[config.mk]
export PLATFORM = sky130hd
export DESIGN_NAME = frame_tick_irq
export DESIGN_NICKNAME = d
export VERILOG_FILES = /design/src/rtl/fcirq_pkg.sv /design/src/rtl/fcirq_counter.sv /design/src/rtl/fcirq_flag.sv /design/src/rtl/frame_tick_irq.sv
export SDC_FILE = /design/constraint.sdc
export NUM_CORES = 1
export LEC_CHECK = 0
export ABC_AREA = 1
export CORE_MARGIN = 2
export CORE_UTILIZATION = 46
export CTS_CLUSTER_SIZE = 12
export DETAILED_ROUTE_END_ITERATION = 12
export GPL_TIMING_DRIVEN = 1
export PLACE_DENSITY = 0.82
export SLEW_MARGIN = 10
export SYNTH_ARGS = -nofsm -noshare
export SYNTH_HDL_FRONTEND = slang
export SYNTH_SLANG_ARGS = --single-unit
[constraint.sdc]
create_clock -name clk -period 2 [get_ports clk]
set_input_delay 0.2 -clock clk [delete_from_list [all_inputs] [get_ports clk]]
set_output_delay 0.2 -clock clk [all_outputs]
set_load 0.02 [all_outputs]
[src/rtl/fcirq_pkg.sv]
package fcirq_pkg;
  localparam int PERIOD_W = 5;
  localparam int CNT_W    = PERIOD_W + 2;
  typedef logic [CNT_W-1:0] fcnt_t;

  // Frames per tick: field+1, doubled in low-power mode
  function automatic fcnt_t frames_per_tick(input logic [PERIOD_W-1:0] fld,
                                            input logic lp);
    fcnt_t n;
    n = fcnt_t'(fld) + fcnt_t'(1);
    return lp ? fcnt_t'(n << 1) : n;
  endfunction
endpackage

[src/rtl/fcirq_counter.sv]
module fcirq_counter
  import fcirq_pkg::*;
(
  input  logic                clk,
  input  logic                rst_n,
  input  logic                frame_start,
  input  logic                period_wr,
  input  logic [PERIOD_W-1:0] period_wdata,
  input  logic                lowpwr_wave,
  output logic                tick
);
  logic [PERIOD_W-1:0] period_q;
  fcnt_t               cnt_q;
  fcnt_t               cnt_inc;
  fcnt_t               target;
  logic                wrap;

  assign target  = frames_per_tick(period_q, lowpwr_wave);
  assign cnt_inc = cnt_q + fcnt_t'(1);
  assign wrap    = (cnt_inc >= target);
  assign tick    = frame_start && !period_wr && wrap;

  always_ff @(posedge clk or negedge rst_n) begin
    if (!rst_n) begin
      period_q <= '0;
      cnt_q    <= '0;
    end else if (period_wr) begin
      period_q <= period_wdata;
      cnt_q    <= '0;
    end else if (frame_start) begin
      cnt_q <= wrap ? '0 : cnt_inc;
    end
  end


  restart_clr_chk: assert property (@(posedge clk) disable iff (!rst_n)
    period_wr |=> (cnt_q == '0));


  wrap_clr_chk: assert property (@(posedge clk) disable iff (!rst_n)
    tick |=> (cnt_q == '0));
endmodule

[src/rtl/fcirq_flag.sv]
module fcirq_flag (
  input  logic clk,
  input  logic rst_n,
  input  logic tick,
  input  logic irq_ack,
  input  logic clr_wr,
  input  logic clr_data,
  output logic flag
);
  logic clr;
  assign clr = irq_ack || (clr_wr && clr_data);

  always_ff @(posedge clk or negedge rst_n) begin
    if (!rst_n)    flag <= 1'b0;
    else if (tick) flag <= 1'b1;
    else if (clr)  flag <= 1'b0;
  end


  set_wins_chk: assert property (@(posedge clk) disable iff (!rst_n)
    tick |=> flag);


  ack_clear_chk: assert property (@(posedge clk) disable iff (!rst_n)
    (irq_ack && !tick) |=> !flag);


  flag_hold_chk: assert property (@(posedge clk) disable iff (!rst_n)
    (!tick && !irq_ack && !(clr_wr && clr_data)) |=> $stable(flag));
endmodule

[src/rtl/frame_tick_irq.sv]
module frame_tick_irq
  import fcirq_pkg::*;
#(
  parameter int LEVEL_W = 2
) (
  input  logic               clk,
  input  logic               rst_n,
  input  logic               frame_start,
  input  logic               period_wr,
  input  logic [4:0]         period_wdata,
  input  logic               lowpwr_wave,
  input  logic               irq_en,
  input  logic [LEVEL_W-1:0] irq_level,
  input  logic               clr_wr,
  input  logic               clr_data,
  input  logic               irq_ack,
  output logic               tick_flag,
  output logic               irq_req,
  output logic [LEVEL_W-1:0] irq_prio
);
  logic tick;

  fcirq_counter u_counter (
    .clk          (clk),
    .rst_n        (rst_n),
    .frame_start  (frame_start),
    .period_wr    (period_wr),
    .period_wdata (period_wdata[PERIOD_W-1:0]),
    .lowpwr_wave  (lowpwr_wave),
    .tick         (tick)
  );

  fcirq_flag u_flag (
    .clk      (clk),
    .rst_n    (rst_n),
    .tick     (tick),
    .irq_ack  (irq_ack),
    .clr_wr   (clr_wr),
    .clr_data (clr_data),
    .flag     (tick_flag)
  );

  assign irq_req  = tick_flag && irq_en && (irq_level != '0);
  assign irq_prio = irq_req ? irq_level : '0;


  req_needs_flag_chk: assert property (@(posedge clk) disable iff (!rst_n)
    irq_req |-> (tick_flag && irq_prio != '0));
endmodule

==> impl_metrics.csv <==
group,metric,value,unit
synthesis,synth-simple-area-share,33.33,%
synthesis,synth_sequential_area_ratio,30.95,%
sta,setup_viol,0,
pwr,power_leakage,0.7025,nW
global_routing,grt_pass1_wl,4229,um
sta,fmax,500.1,MHz
clocking,clk_pin_slew,0.08,ns
routing,post_drt_via_cell_ratio,4.946,
critical_path,path_delay_family,"adder cells",
finish,post_layout_nets,200,
routing,antenna_violating_nets_post_route,0,
pwr,sw_frac_of_total,33.15,%
pwr,peak_vdd_ir,0.4291,mV
run,drv_cap,0,
critical_path,crit_chain,"ha_2 > nand3_2 > xor2_1 > o21ai_0 > ha_1 > nand2_1 > inv_2 > a21oi_4 > nand3_4 > nand2_2 > nand2_1",
pwr,cellInternalPower,462.3,uW
floorplan,die_y,51.80,um
critical_path,cp_most_frequent_cell,"sky130_fd_sc_hd__nand2_1",
clocking,cts_hold_repair.buffers,0,
pwr,finalPower,691.6,uW
synthesis,synth_top_flop_cell,"sky130_fd_sc_hd__dfrtp_1",
critical_path,timing_worst_setup_path_type,"reg -> reg",
global_routing,pin_count_of_the_biggest_net_entering_global_routing,14,
sta,hold_violations,0,
placed_design,detailedPlacementHpwl,1902,um
global_routing,grt_overflow,0,
global_routing,first_global_vias,1028,
global_routing,gr-usage-all-layers,21.44,%
synthesis,synth_cells,147,
clocking,post-cts-setup-buffers,0,
placed_design,placed_cells_incl_taps,198,
critical_path,cpPeakStageDelay,0.40,ns
worst_hold_path,hold_path_class,"in -> async",
sta,setup_total_negative_slack,0,ns
floorplan,fp.dieArea,2683,sq um
sta,timing.max_slew.rel_slack,59.28,%
synthesis,synth_top_family_by_area,"simple AND/OR/NAND/NOR gates",
critical_path,category_of_the_worst_setup_path_capture_point,"flop",
critical_path,timing.critical_path.fanout_max,6,
critical_path,cp_num_buf_inv,1,
clocking,master_cell_of_the_clock_root_buffer,"sky130_fd_sc_hd__clkbuf_4",
sta,timing.final.crit_period,1.999,ns
clocking,htree_num_levels,1,
floorplan,die_x,51.80,um
finish,synth_to_final_area_change,33.21,%
synthesis,synth_area_in_compound_gates,8.095,%
pwr,power.combinational.fraction,32.6,%
placed_design,numPortBuffers,19,
global_routing,initial_antenna_violation_count,0,
sta,period_share,99.97,%
routing,drt_wirelength,2456,um
pwr,powerDensity,494.0,nW/um^2
sta,clock-skew-final,0.0005741,ns
sta,worst_slew_pin_slew,0.6089,ns
synthesis,synthesis.nets,172,
finish,fill_cells,192,
synthesis,synth-edff-count,0,
synthesis,synth.ff_latch_count,13,
floorplan,floorplan.core_area,2191,sq um
critical_path,worst_setup_path_start_kind,"flop",
routing,number_of_drc_markers_after_the_initial_detailed_route_iteration,8,
finish,num_antenna_cells,0,
clocking,clkLatencyLatePin,0.28,ns
clocking,cts_inserted_buffers,3,
placed_design,place_ws,-0.01327,ns
finish,share_of_cells_above_drive_strength_1,23.56,%
synthesis,synthMuxAreaShare,4.167,%
pwr,seq_power_share,42.3,%
synthesis,post_synth_instance_area,1051,sq um
clocking,clock_sink_count,13,
finish,final-instance-count-excl-fill,202,
critical_path,critical_path_required,2.18,ns
routing,drt_pass1_iterations,4,
synthesis,yosys_warnings,0,
pwr,net-switching-power,229.3,uW
clocking,clock_tree_from_tritoncts,"built",
synthesis,synth_area_per_cell,7.150,sq um
sta,postLayoutSetupSlackWorst,0.0005138,ns
synthesis,synthArstFlopShare,100.0,%
clocking,buffer_levels_on_the_longest_clock_path,2,
run_status,result_of_the_run,"finished clean",
routing,via_count,999,
synthesis,yosys.area_share.xor_xnor,3.333,%
critical_path,critPathSlowestCell,"sky130_fd_sc_hd__dfrtp_1",
placed_design,globalplace.congestion,0.7891,
synthesis,area_share_of_fa_ha_maj_cells_after_synthesis,10.71,%
sta,rsz_0062_raised_after_global_routing,"true",
routing,drcViolationCount,0,
floorplan,top_level_ports,20,
sta,maxSlewViolCount,0,
synthesis,synth.lib_cells_used.distinct,26,
floorplan,floorplan.initialDensity,47.97,%
pwr,fraction_of_power_consumed_by_the_clock_network,25.0,%
routing,routed_wire_length_per_instance,12.16,um
critical_path,arrival,2.18,ns
floorplan,rows,17,
[worst reg2reg max path, delay by kind of cell (launching register included)]
| family | cells | cell delay (ns) |
|---|---|---|
| buffers and inverters | 1 | 0.05 |
| XOR/XNOR | 1 | 0.19 |
| AND/OR/NAND/NOR | 5 | 0.43 |
| adder cells (fa/ha/maj) | 2 | 0.53 |
| AO/OA/AOI/OAI | 2 | 0.31 |
| flip-flops | 1 | 0.40 |
[layer usage]
metal / wire length, um / GRT usage [%] / vias up
met1: 1011 / 22.50 / 464
met2: 1345 / 42.09 / 14
met5: 0 / 0 / -
met3: 56 / 2.586 / 5
li1: - / - / 516
met4: 41 / 9.211 / 0
[power groups by stage]
stage / registers [mW] / clock network (mW) / logic, mW
final: 0.293 / 0.173 / 0.226
after global routing: 0.295 / 0.196 / 0.254
after CTS: 0.291 / 0.178 / 0.212
after detailed placement: 0.296 / 0 / 0.206
after global placement: 0.294 / 0 / 0.197
after floorplan: 0.298 / 0 / 0.120
[state kept, by name, indices dropped and copies added, names as in the netlist]
signal / cells
u_counter.cnt_q: 7
u_flag.flag: 1
u_counter.period_q: 5
[through the flow]
stage                     util [%]  cell area, sq um  hold slack, ns
after global placement       59.91              1313          0.4919
after CTS                    61.39              1345          0.3045
after global routing         63.91              1400          0.3310
final                        63.91              1400          0.2902
after detailed placement     59.91              1313          0.4963
after floorplan                  -              1051        -0.09559
[final cells by class]
| class | count | area, sq um | share of cell area (%) |
|---|---|---|---|
| Sequential cell | 13 | 326.6 | 23.32 |
| Timing Repair Buffer | 26 | 242.7 | 17.34 |
| Inverter | 22 | 82.58 | 5.898 |
| Multi-Input combinational cell | 109 | 686.9 | 49.06 |
| Tap cell | 28 | 35.03 | 2.502 |
| Clock buffer | 4 | 26.28 | 1.877 |
[cell families after synthesis]
| group | after synthesis |
|---|---|
| adder cells (fa/ha/maj) | 9 |
| XOR/XNOR | 4 |
| flip-flops | 13 |
| AND/OR/NAND/NOR | 77 |
| AO/OA/AOI/OAI | 15 |
| multiplexers | 4 |
| buffers and inverters | 25 |
[layout by cell type, fill, tap and decap left out, drive strengths merged]
cell           netlist  layout
inv                 22      22
a21oi                3       3
clkbuf               1       4
xor2                 3       3
nor2                13      13
mux2i                1       1
clkdlybuf4s50        0      19
buf                  2       7
nand3                9       9
mux2                 3       3
dfrtp               13      13
nand3b               1       1
o21ai               11      11
o21bai               1       1
nand4                2       2
ha                   9       9
xnor2                1       1
nand2               52      52
[cell usage after synthesis, types with 3 or more instances]
library cell / instances / share of area [%]
sky130_fd_sc_hd__dfrtp_1: 13 / 31
sky130_fd_sc_hd__ha_1: 9 / 11
sky130_fd_sc_hd__inv_1: 18 / 6.4
sky130_fd_sc_hd__inv_2: 4 / 1.4
sky130_fd_sc_hd__mux2_2: 3 / 3.2
sky130_fd_sc_hd__nand2_1: 50 / 18
sky130_fd_sc_hd__nand3_1: 8 / 3.8
sky130_fd_sc_hd__nor2_1: 8 / 2.9
sky130_fd_sc_hd__nor2_2: 3 / 1.8
sky130_fd_sc_hd__o21ai_0: 6 / 2.9
sky130_fd_sc_hd__o21ai_1: 5 / 2.4
sky130_fd_sc_hd__xor2_1: 3 / 2.5
[worst paths after layout]
path,from,to,slack (ns),cells after the start
hold / removal,rst_n,u_counter.cnt_q[0],0.29,1
max in group asynchronous,rst_n,u_counter.cnt_q[3],1.28,1
setup / recovery,u_counter.period_q[0],u_flag.flag,0.0005,11
setup reg to reg,u_counter.period_q[0],u_flag.flag,0.0005,11
min in group clk,period_wdata[4],u_counter.period_q[4],0.48,3
hold reg to reg,u_counter.cnt_q[6],u_counter.cnt_q[6],0.51,2
[what timing repair did]
action	4_1_cts	5_1_grt
pin swaps	5	6
endpoints found under the setup margin	6	8
resized for setup	3	15
endpoints found under the hold margin	0	0
gates cloned	0	0
Power figures use the tool's default switching activity.
